[config.mk]
export PLATFORM = sky130hd
export DESIGN_NAME = shared_mq_buffer
export DESIGN_NICKNAME = d
export VERILOG_FILES = /design/src/rtl/mqb_pkg.sv /design/src/rtl/mqb_queue_ctrl.sv /design/src/rtl/mqb_store.sv /design/src/rtl/mqb_out_stage.sv /design/src/rtl/shared_mq_buffer.sv
export SDC_FILE = /design/constraint.sdc
export NUM_CORES = 1
export LEC_CHECK = 0
export ABC_AREA = 1
export BUFFER_PORTS_ARGS = -buffer_cell sky130_fd_sc_hd__buf_4
export CAP_MARGIN = 20
export CORE_MARGIN = 1
export CORE_UTILIZATION = 50
export CTS_BUF_LIST = sky130_fd_sc_hd__clkbuf_16
export CTS_CLUSTER_DIAMETER = 150
export DETAILED_ROUTE_END_ITERATION = 7
export PLACE_DENSITY_LB_ADDON = 0.15
export SETUP_SLACK_MARGIN = 0.2
export SYNTH_ARGS = -nofsm -noshare
export SYNTH_HDL_FRONTEND = slang
export SYNTH_SLANG_ARGS = --single-unit
[constraint.sdc]
create_clock -name clk -period 6.2 [get_ports clk]
set_input_delay 0.31 -clock clk [delete_from_list [all_inputs] [get_ports clk]]
set_output_delay 0.31 -clock clk [all_outputs]
set_load 0.05 [all_outputs]
[src/rtl/mqb_pkg.sv]
package mqb_pkg;
   localparam int MAX_Q = 16;
   localparam int CFG_W = 8;

   // blocks given to queue q
   function automatic int blk_of(input logic [MAX_Q*CFG_W-1:0] cfg, input int q);
      return int'(cfg[q*CFG_W +: CFG_W]);
   endfunction

   // blocks owned by queues below q (region base in blocks)
   function automatic int blk_base(input logic [MAX_Q*CFG_W-1:0] cfg, input int q);
      int acc;
      acc = 0;
      for (int i = 0; i < q; i++) acc += int'(cfg[i*CFG_W +: CFG_W]);
      return acc;
   endfunction
endpackage

[src/rtl/mqb_queue_ctrl.sv]
module mqb_queue_ctrl #(
   parameter int ADDR_W = 6,
   parameter int CNT_W  = 7,
   parameter int BASE   = 0,
   parameter int CAP    = 8
) (
   input  logic              clk,
   input  logic              rst_n,
   input  logic              push,
   input  logic              pop,
   output logic [ADDR_W-1:0] wr_addr,
   output logic [ADDR_W-1:0] rd_addr,
   output logic              full,
   output logic              empty
);
   if (CAP == 0) begin : g_void
      // no storage: permanently full and empty
      localparam int unused_cfg = BASE + CNT_W;
      logic unused_in;
      assign unused_in = ^{clk, rst_n, push, pop};
      assign wr_addr = '0;
      assign rd_addr = '0;
      assign full    = 1'b1;
      assign empty   = 1'b1;
   end else begin : g_live
      localparam int PTR_W = (CAP > 1) ? $clog2(CAP) : 1;
      logic [PTR_W-1:0] wptr, rptr;
      logic [CNT_W-1:0] cnt;

      always_ff @(posedge clk or negedge rst_n) begin
         if (!rst_n) begin
            wptr <= '0;
            rptr <= '0;
            cnt  <= '0;
         end else begin
            if (push) wptr <= (wptr == PTR_W'(CAP-1)) ? '0 : wptr + 1'b1;
            if (pop)  rptr <= (rptr == PTR_W'(CAP-1)) ? '0 : rptr + 1'b1;
            case ({push, pop})
               2'b10:   cnt <= cnt + 1'b1;
               2'b01:   cnt <= cnt - 1'b1;
               default: ;
            endcase
         end
      end

      assign wr_addr = ADDR_W'(BASE) + ADDR_W'(wptr);
      assign rd_addr = ADDR_W'(BASE) + ADDR_W'(rptr);
      assign full    = (cnt == CNT_W'(CAP));
      assign empty   = (cnt == '0);
   end
endmodule

[src/rtl/mqb_store.sv]
module mqb_store #(
   parameter int DATA_W = 16,
   parameter int DEPTH  = 64,
   parameter int ADDR_W = 6
) (
   input  logic              clk,
   input  logic              we,
   input  logic [ADDR_W-1:0] waddr,
   input  logic [DATA_W-1:0] wdata,
   input  logic [ADDR_W-1:0] raddr,
   output logic [DATA_W-1:0] rdata
);
   logic [DATA_W-1:0] mem [DEPTH];

   always_ff @(posedge clk) begin
      if (we) mem[waddr] <= wdata;
   end

   assign rdata = mem[raddr];
endmodule

[src/rtl/mqb_out_stage.sv]
module mqb_out_stage #(
   parameter int DATA_W = 16,
   parameter int SEL_W  = 2
) (
   input  logic              clk,
   input  logic              rst_n,
   input  logic [SEL_W-1:0]  rd_sel,
   input  logic              rd_en,
   input  logic              head_empty,
   input  logic [DATA_W-1:0] head_word,
   output logic              take,
   output logic [DATA_W-1:0] rd_data,
   output logic              rd_valid
);
   logic [SEL_W-1:0] sel_q;
   logic             want;

   // refill on empty register, explicit advance, or queue switch
   assign want = !rd_valid || rd_en || (rd_sel != sel_q);
   assign take = want && !head_empty;

   always_ff @(posedge clk or negedge rst_n) begin
      if (!rst_n) begin
         sel_q    <= '0;
         rd_valid <= 1'b0;
         rd_data  <= '0;
      end else begin
         sel_q <= rd_sel;
         if (want) begin
            rd_valid <= !head_empty;
            if (!head_empty) rd_data <= head_word;
         end
      end
   end
endmodule

[src/rtl/shared_mq_buffer.sv]
module shared_mq_buffer #(
   parameter int DATA_W    = 16,
   parameter int NUM_Q     = 4,
   parameter int BLK_WORDS = 8,
   parameter int NUM_BLKS  = 8,
   parameter logic [mqb_pkg::MAX_Q*mqb_pkg::CFG_W-1:0] Q_BLOCKS =
      {96'd0, 8'd5, 8'd0, 8'd2, 8'd1},
   localparam int SEL_W = (NUM_Q > 1) ? $clog2(NUM_Q) : 1
) (
   input  logic              clk,
   input  logic              rst_n,
   input  logic              wr_en,
   input  logic [SEL_W-1:0]  wr_sel,
   input  logic [DATA_W-1:0] wr_data,
   output logic              wr_full,
   input  logic              rd_en,
   input  logic [SEL_W-1:0]  rd_sel,
   output logic [DATA_W-1:0] rd_data,
   output logic              rd_valid
);
   localparam int TOTAL_W = BLK_WORDS * NUM_BLKS;
   localparam int ADDR_W  = (TOTAL_W > 1) ? $clog2(TOTAL_W) : 1;
   localparam int CNT_W   = $clog2(TOTAL_W + 1);

   if (NUM_Q < 1 || NUM_Q > mqb_pkg::MAX_Q) begin : g_bad_nq
      $error("NUM_Q must lie in 1..16");
   end
   if (BLK_WORDS < 1 || NUM_BLKS < 1) begin : g_bad_geom
      $error("block size and block count must be positive");
   end
   if (mqb_pkg::blk_base(Q_BLOCKS, NUM_Q) > NUM_BLKS) begin : g_bad_alloc
      $error("queue block table exceeds the shared memory");
   end

   logic [NUM_Q-1:0]  q_full, q_empty, q_push, q_pop;
   logic [ADDR_W-1:0] q_waddr [NUM_Q];
   logic [ADDR_W-1:0] q_raddr [NUM_Q];
   logic              sel_full, head_empty, wr_ok, take;
   logic [ADDR_W-1:0] waddr, raddr;
   logic [DATA_W-1:0] head_word;

   for (genvar g = 0; g < NUM_Q; g++) begin : g_q
      localparam int BASE = mqb_pkg::blk_base(Q_BLOCKS, g) * BLK_WORDS;
      localparam int CAP  = mqb_pkg::blk_of(Q_BLOCKS, g) * BLK_WORDS;
      assign q_push[g] = wr_ok && (int'(wr_sel) == g);
      assign q_pop[g]  = take  && (int'(rd_sel) == g);
      mqb_queue_ctrl #(
         .ADDR_W (ADDR_W),
         .CNT_W  (CNT_W),
         .BASE   (BASE),
         .CAP    (CAP)
      ) u_qc (
         .clk     (clk),
         .rst_n   (rst_n),
         .push    (q_push[g]),
         .pop     (q_pop[g]),
         .wr_addr (q_waddr[g]),
         .rd_addr (q_raddr[g]),
         .full    (q_full[g]),
         .empty   (q_empty[g])
      );
   end

   // per-side selection; an unused select code looks full and empty
   always_comb begin
      sel_full   = 1'b1;
      head_empty = 1'b1;
      waddr      = '0;
      raddr      = '0;
      for (int i = 0; i < NUM_Q; i++) begin
         if (int'(wr_sel) == i) begin
            sel_full = q_full[i];
            waddr    = q_waddr[i];
         end
         if (int'(rd_sel) == i) begin
            head_empty = q_empty[i];
            raddr      = q_raddr[i];
         end
      end
   end

   assign wr_ok   = wr_en && !sel_full;
   assign wr_full = sel_full;

   mqb_store #(
      .DATA_W (DATA_W),
      .DEPTH  (TOTAL_W),
      .ADDR_W (ADDR_W)
   ) u_store (
      .clk   (clk),
      .we    (wr_ok),
      .waddr (waddr),
      .wdata (wr_data),
      .raddr (raddr),
      .rdata (head_word)
   );

   mqb_out_stage #(
      .DATA_W (DATA_W),
      .SEL_W  (SEL_W)
   ) u_out (
      .clk        (clk),
      .rst_n      (rst_n),
      .rd_sel     (rd_sel),
      .rd_en      (rd_en),
      .head_empty (head_empty),
      .head_word  (head_word),
      .take       (take),
      .rd_data    (rd_data),
      .rd_valid   (rd_valid)
   );
endmodule

== After elaboration in Yosys (flattened, before gate mapping) ==
Memory sizes are Yosys's and may differ from the RTL's. A register that Yosys moved wholly into a read port is not among the register bits.
Cells that the tools add are included.

* Reductions and logical operators: 23
* Bitwise gates (word level): 1
* Add/sub/neg operators: 16
* Mux-type cells: 27
* Equality and inequality tests: 22

{| class="wikitable"
|+ Operator list
! cell !! number
|-
| $mux 6 || 8
|-
| $pmux 7 s2 || 3
|-
| $add 7x1->7 const B || 3
|-
| $logic_not 7->1 || 3
|-
| $sub 7x1->7 const B || 3
|-
| $eq 2x2->1 const B || 7
|-
| $add 5x6->6 const A || 2
|-
| $add 6x1->6 const B || 2
|-
| $eq 6x6->1 const B || 2
|-
| $mux 3 || 4
|-
| $add 4x4->5 const A || 2
|-
| $eq 2x1->1 const B || 5
|-
| $mux 1 || 10
|-
| $add 4x1->4 const B || 2
|-
| $eq 4x4->1 const B || 2
|-
| $logic_and 1x1->1 || 8
|-
| $mux 4 || 2
|-
| $eq 7x4->1 const B || 1
|-
| $eq 7x5->1 const B || 1
|-
| $eq 7x6->1 const B || 1
|-
| $add 3x1->3 const B || 2
|-
| $eq 3x3->1 const B || 2
|-
| $reduce_bool 2->1 || 3
|-
| $logic_not 1->1 || 4
|-
| other kinds (5) || 7
|}

* Register bits after elaboration: 50
* Logic and storage cells: 101
* Output and inout bits: 18
* Memories kept: 1
* Input bits: 24
* Memory bits (writable): 1024

{| class="wikitable"
|+ Memory list
! memory !! words !! width !! read ports !! clocked after Yosys merged registers in !! write ports !! RTL line !! text
|-
| u_store.mem || 64 || 16 || 1 || 1 || 1 || mqb_store.sv:13 || <nowiki>logic [DATA_W-1:0] mem [DEPTH];</nowiki>
|}

== Depth between registers and ports, before layout ==
* Depth after elaboration: 10
* Depth in mapped cells: 23
* Mapped depth without buffers: 23

== By module ==
From an unflattened synthesis, not the netlist that was laid out.

* Cells, all modules: 4152
* Area, all modules: 46468.3 um2

{| class="wikitable"
|+ Modules (own cells, without submodules)
! module !! times used !! seq. area each (um2) !! area each (um2) !! cells an instance
|-
| mqb_store || 1 || 30749.5 || 41778.8 || 3501
|-
| mqb_queue_ctrl (g_q[3].u_qc) || 1 || 475.5 || 1326.3 || 179
|-
| mqb_queue_ctrl (g_q[0].u_qc) || 1 || 325.3 || 1011.0 || 134
|-
| mqb_queue_ctrl (g_q[1].u_qc) || 1 || 375.4 || 954.7 || 131
|-
| mqb_out_stage || 1 || 475.5 || 813.3 || 91
|-
| shared_mq_buffer || 1 || 0.0 || 471.7 || 100
|-
| mqb_queue_ctrl (g_q[2].u_qc) || 1 || 0.0 || 112.6 || 16
|}

== Least setup slack after synthesis ==
Ideal clock, no wire load.

* Path kind: reg2reg
* From: register g_q[1].u_qc.g_live.cnt[0]
* To: register g_q[3].u_qc.g_live.cnt[6]
* Period minus slack after synthesis: 2958 ps
* Buffers on the path: 1
* Stages on the path, launching flop included: 24
* Setup time: 79 ps
* Arrival: 2879 ps
* Required time: 6121 ps
* Slack: 3242 ps
* Cells stage by stage: dfrtp_1 inv_1 nand4_1 nor3_1 nand3_1 nand2_1 o21ai_0 nand2_1 nor2_1 clkbuf_1 inv_1 ha_1 inv_1 fa_1 inv_1 nand2_1 nand2_1 a21oi_1 o21ai_0 a21oi_1 nand2_1 nand2_1 nor2_1 xor2_1

* Word-level cells in the longest chain between the ends: 9
* Elaborated cells on any way between the ends: 18
* Those cells by class: eq/ne: 3; mux: 7; reduce/logical: 8

{| class="wikitable"
|+ RTL lines
! what !! RTL line !! text
|-
| from (decl) || mqb_queue_ctrl.sv:28 || <nowiki>logic [CNT_W-1:0] cnt;</nowiki>
|-
| from (signal assigned) || mqb_queue_ctrl.sv:39 || <nowiki>2'b10: cnt <= cnt + 1'b1;</nowiki>
|-
| from (signal assigned) || mqb_queue_ctrl.sv:40 || <nowiki>2'b01: cnt <= cnt - 1'b1;</nowiki>
|-
| $eq 7x5->1 or $logic_not 7->1 (tied branches) || mqb_queue_ctrl.sv:48, mqb_queue_ctrl.sv:49 ||
|-
| $mux 1, on equally long branches (3 in a row) || shared_mq_buffer.sv:71, shared_mq_buffer.sv:75 ||
|-
| $logic_not 1->1, on equally long branches || shared_mq_buffer.sv:82, mqb_out_stage.sv:20 ||
|-
| $logic_and 1x1->1, on equally long branches || shared_mq_buffer.sv:82, mqb_out_stage.sv:20 ||
|-
| $logic_and 1x1->1, on equally long branches || shared_mq_buffer.sv:45, shared_mq_buffer.sv:46 ||
|-
| $eq 2x1->1 or $eq 2x2->1 (tied branches) || mqb_queue_ctrl.sv:38 || <nowiki>case ({push, pop})</nowiki>
|-
| $pmux 7 s2 or $reduce_bool 2->1 (tied branches) || - ||
|-
| to (signal assigned) || mqb_queue_ctrl.sv:39 ||
|-
| to (signal assigned) || mqb_queue_ctrl.sv:40 ||
|-
| to (decl) || mqb_queue_ctrl.sv:28 ||
|}

Parallel ways exist; a longest one is shown, timed or not.
A chain may end at the register's enable or synchronous reset.

== Worst setup path in the final report ==
* From: register g_q[3].u_qc.g_live.wptr[2]
* To: memory u_store.mem[11][12], enable pin

* Word-level cells in the longest chain between the ends: 2

{| class="wikitable"
|+ RTL lines
! what !! RTL line !! text
|-
| from (decl) || mqb_queue_ctrl.sv:27 || <nowiki>logic [PTR_W-1:0] wptr, rptr;</nowiki>
|-
| from (signal assigned) || mqb_queue_ctrl.sv:36 || <nowiki>if (push) wptr <= (wptr == PTR_W'(CAP-1)) ? '0 : wptr + 1'b1;</nowiki>
|-
| $add 5x6->6 || mqb_queue_ctrl.sv:46 || <nowiki>assign wr_addr = ADDR_W'(BASE) + ADDR_W'(wptr);</nowiki>
|-
| $mux 6 || shared_mq_buffer.sv:71 || <nowiki>if (int'(wr_sel) == i) begin</nowiki>
|-
| to (decl) || mqb_store.sv:13 ||
|}

No other way between the ends.

==> results.py <==
metrics = {
    "status": {
        "status": "finished with violations",
        "violations": "DRC",
    },
    "timing": {
        "min_period_ps": 3790,
        "hold_ws_ps": 125,
        "rsz0062_at_grt": "false",
        "worst-slew-pin-transition_ps": 1050,
        "maxSlewHeadroom_pct": 29.7,
        "hold_violations": 0,
        "maxSlewViolCount": 0,
        "setup_viol": 0,
        "setup_tns_ps": 0,
        "finalClockSkew_ps": 37.7,
        "fin_crit_sh_pct": 61.1,
        "fmax_ghz": 0.264,
    },
    "global_routing": {
        "grt_pass1_vias": 31500,
        "grt_antenna_before_repair": 0,
        "track_usage_pct": 26.4,
        "grt_pass1_wl_mm": 197,
        "grt_start_max_net_pins": 159,
        "overflow": 0,
    },
    "floorplanning": {
        "die_y_um": 315,
        "dieWidth_um": 315,
        "die_area_sq_um": 99300,
        "ioPinCount": 42,
        "core_sq_um": 96900,
        "rows": 114,
        "initial_utilization_pct": 50.6,
    },
    "cts": {
        "cts_tree": "done",
        "cts_resized": 0,
        "clockBufferDepth": 3,
        "numCtsBuffers": 116,
        "clkTransAtPathRegs_ps": 60,
        "root_buffer": "clkbuf_16",
        "cts_sinks": 1090,
        "worstSkewPairLatency_ps": 710,
        "htreeDepth": 3,
    },
    "yosys": {
        "synth.area.top_cells": "edfxtp_1, nand3_1, nand3b_1",
        "postSynthAreaPerCell_sq_um": 10.9,
        "postSynthCellCount": 4509,
        "ys_ff_latch": 1090,
        "synth_top_area_share_pct": 62.7,
        "yosys-top-cells-count": "nand3_1, edfxtp_1, nand2_1, inv_1, nand3b_1",
        "synth_flop_cell": "edfxtp_1",
        "ys.warnings.count": 0,
        "async_flop_share_pct": 6.06,
        "yosysMostFrequentCell": "nand3_1",
        "synth_top_area_cell": "edfxtp_1",
        "ys_types": 39,
        "synth_edf_count": 1024,
        "synth_area_sq_um": 49000,
        "synthesis.nets": 4566,
        "synth-seq-area-share_pct": 66.1,
    },
    "layout": {
        "drive_gt1_share_pct": 6.85,
        "finalNetCount": 4540,
        "multi_input_area_sq_um": 12800,
        "design_area_sq_um": 54100,
        "regArea_sq_um": 32400,
        "fillCellCount": 8104,
        "area_growth_pct": 10.4,
    },
    "detailed_routing": {
        "avgRoutedWirePerCell_um": 22.3,
        "drt_iter0_drc": 3708,
        "wirelength_mm": 131,
        "drc_errors": 10,
        "viasPerCell": 5.61,
        "vias": 32900,
        "firstDrtPassIters": 7,
        "antenna_left": 0,
    },
    "worst_setup_path": {
        "crit_fanout": 16,
        "r2r_cells": 5,
        "cp.arrival_ps": 4100,
        "start_kind": "register",
        "worst-endpoint-required_ps": 6510,
        "end_kind": "register",
        "worst-setup-path-type": "reg -> reg",
    },
    "pwr": {
        "pwr_density_cell_nw_per_um2": 368,
        "leakage_uw": 0.0216,
        "vdd.ir_drop.worst_mv": 0.328,
    },
    "placement": {
        "gp_congestion": 0.850,
        "dp.final_hpwl_mm": 67.9,
        "portBuffers": 41,
        "placed_area_sq_um": 50500,
    },
    "job": {
        "maxCapViolCount": 0,
    },
    "hold_path": {
        "min_path_cells": 6,
        "hold_path.class": "in -> reg",
    },
}
## final timing paths
kind | startpoint | endpoint | slack, ps
setup / recovery | g_q[3].u_qc.g_live.wptr[2] | u_store.mem[11][12] | 2410
hold / removal | wr_sel[0] | g_q[0].u_qc.g_live.wptr[2] | 130
setup reg to reg | g_q[3].u_qc.g_live.wptr[2] | u_store.mem[11][12] | 2410
hold reg to reg | g_q[3].u_qc.g_live.cnt[6] | g_q[3].u_qc.g_live.cnt[6] | 470
max in group asynchronous | rst_n | u_out.rd_data[1] | 5220
min in group asynchronous | rst_n | g_q[0].u_qc.g_live.cnt[3] | 310
## layout make-up
class	instances	share of cell area [%]
multi-input cells	2483	23.7
flip-flops and latches	1090	59.8
repair buffers	138	2.31
clock inverters	98	1.17
inverters	654	4.54
clock buffers	118	5.45
diodes	2	0.00924
well taps	1276	2.95
## where the power goes
| group | internal, uW | switching [uW] | total [uW] |
|---|---|---|---|
| clock network | 3720 | 2840 | 6560 |
| registers | 8340 | 253 | 8590 |
| logic | 1310 | 3490 | 4800 |
## metrics by stage
step	power, uW	setup slack [ps]	util (%)	std cells
after floorplan	11800	3240	-	4509
after global placement	13500	2360	52.1	5636
after detailed placement	13500	2330	52.1	5636
after CTS	20000	2430	55.9	5856
after global routing	20800	2160	55.9	5857
final	20000	2410	55.9	5859
## timing repair
item                                   in CTS  in global routing
hold buffers                                4                  0
endpoints found under the hold margin      69                  0
buffers inserted                            0                  0
## flip-flops by register name, indices dropped and copies added, names as in the netlist
register	cells
u_store.mem	1024
g_q.u_qc.g_live.cnt	21
u_out.rd_data	16
g_q.u_qc.g_live.rptr	13
g_q.u_qc.g_live.wptr	13
u_out.sel_q	2
u_out.rd_valid	1
## layer usage
layer,vias to the layer above,part of all wire [%],track usage (%)
met1,16100,43,36.9
li1,15400,-,-
met5,-,0,0
met3,191,6.7,3.68
met4,0,2.6,8.55
met2,1174,48,42.8
## layout by cell type, fill, tap and decap left out, drive strengths merged, types with 3 or more instances in the layout
cell type	Yosys	layout
a21oi	14	14
a31oi	3	3
buf	255	134
bufinv	0	7
clkbuf	27	118
clkinv	0	52
dfrtp	66	66
dlygate4sd3	0	4
edfxtp	1024	1024
fa	3	3
ha	30	30
inv	654	691
nand2	748	748
nand3	1120	1120
nand3b	376	376
nand4	12	12
nor2	93	93
nor3	7	7
o21ai	41	41
o22ai	6	6
xnor2	7	7
xor2	14	14
## critical path, cell delays in order, from the launching register on
cell and delay (ps):
dfrtp_1 410, inv_1 120, nor2_1 60, nor3_1 720, nand4_1 950, nor2_2 1130
## kinds of logic (layout without fill, tap and decap cells)
| kind of cell | count (synthesis) | after routing | synth area share, % |
|---|---|---|---|
| simple gates | 2359 | 2359 | 24.0 |
| compound gates | 70 | 70 | 0.811 |
| buf+inv | 936 | 1008 | 7.86 |
| xor+xnor | 21 | 21 | 0.375 |
| flops | 1090 | 1090 | 66.1 |
| fa+ha+maj | 33 | 33 | 0.888 |
| other cells | 0 | 2 | 0 |
Power figures use the tool's default switching activity.
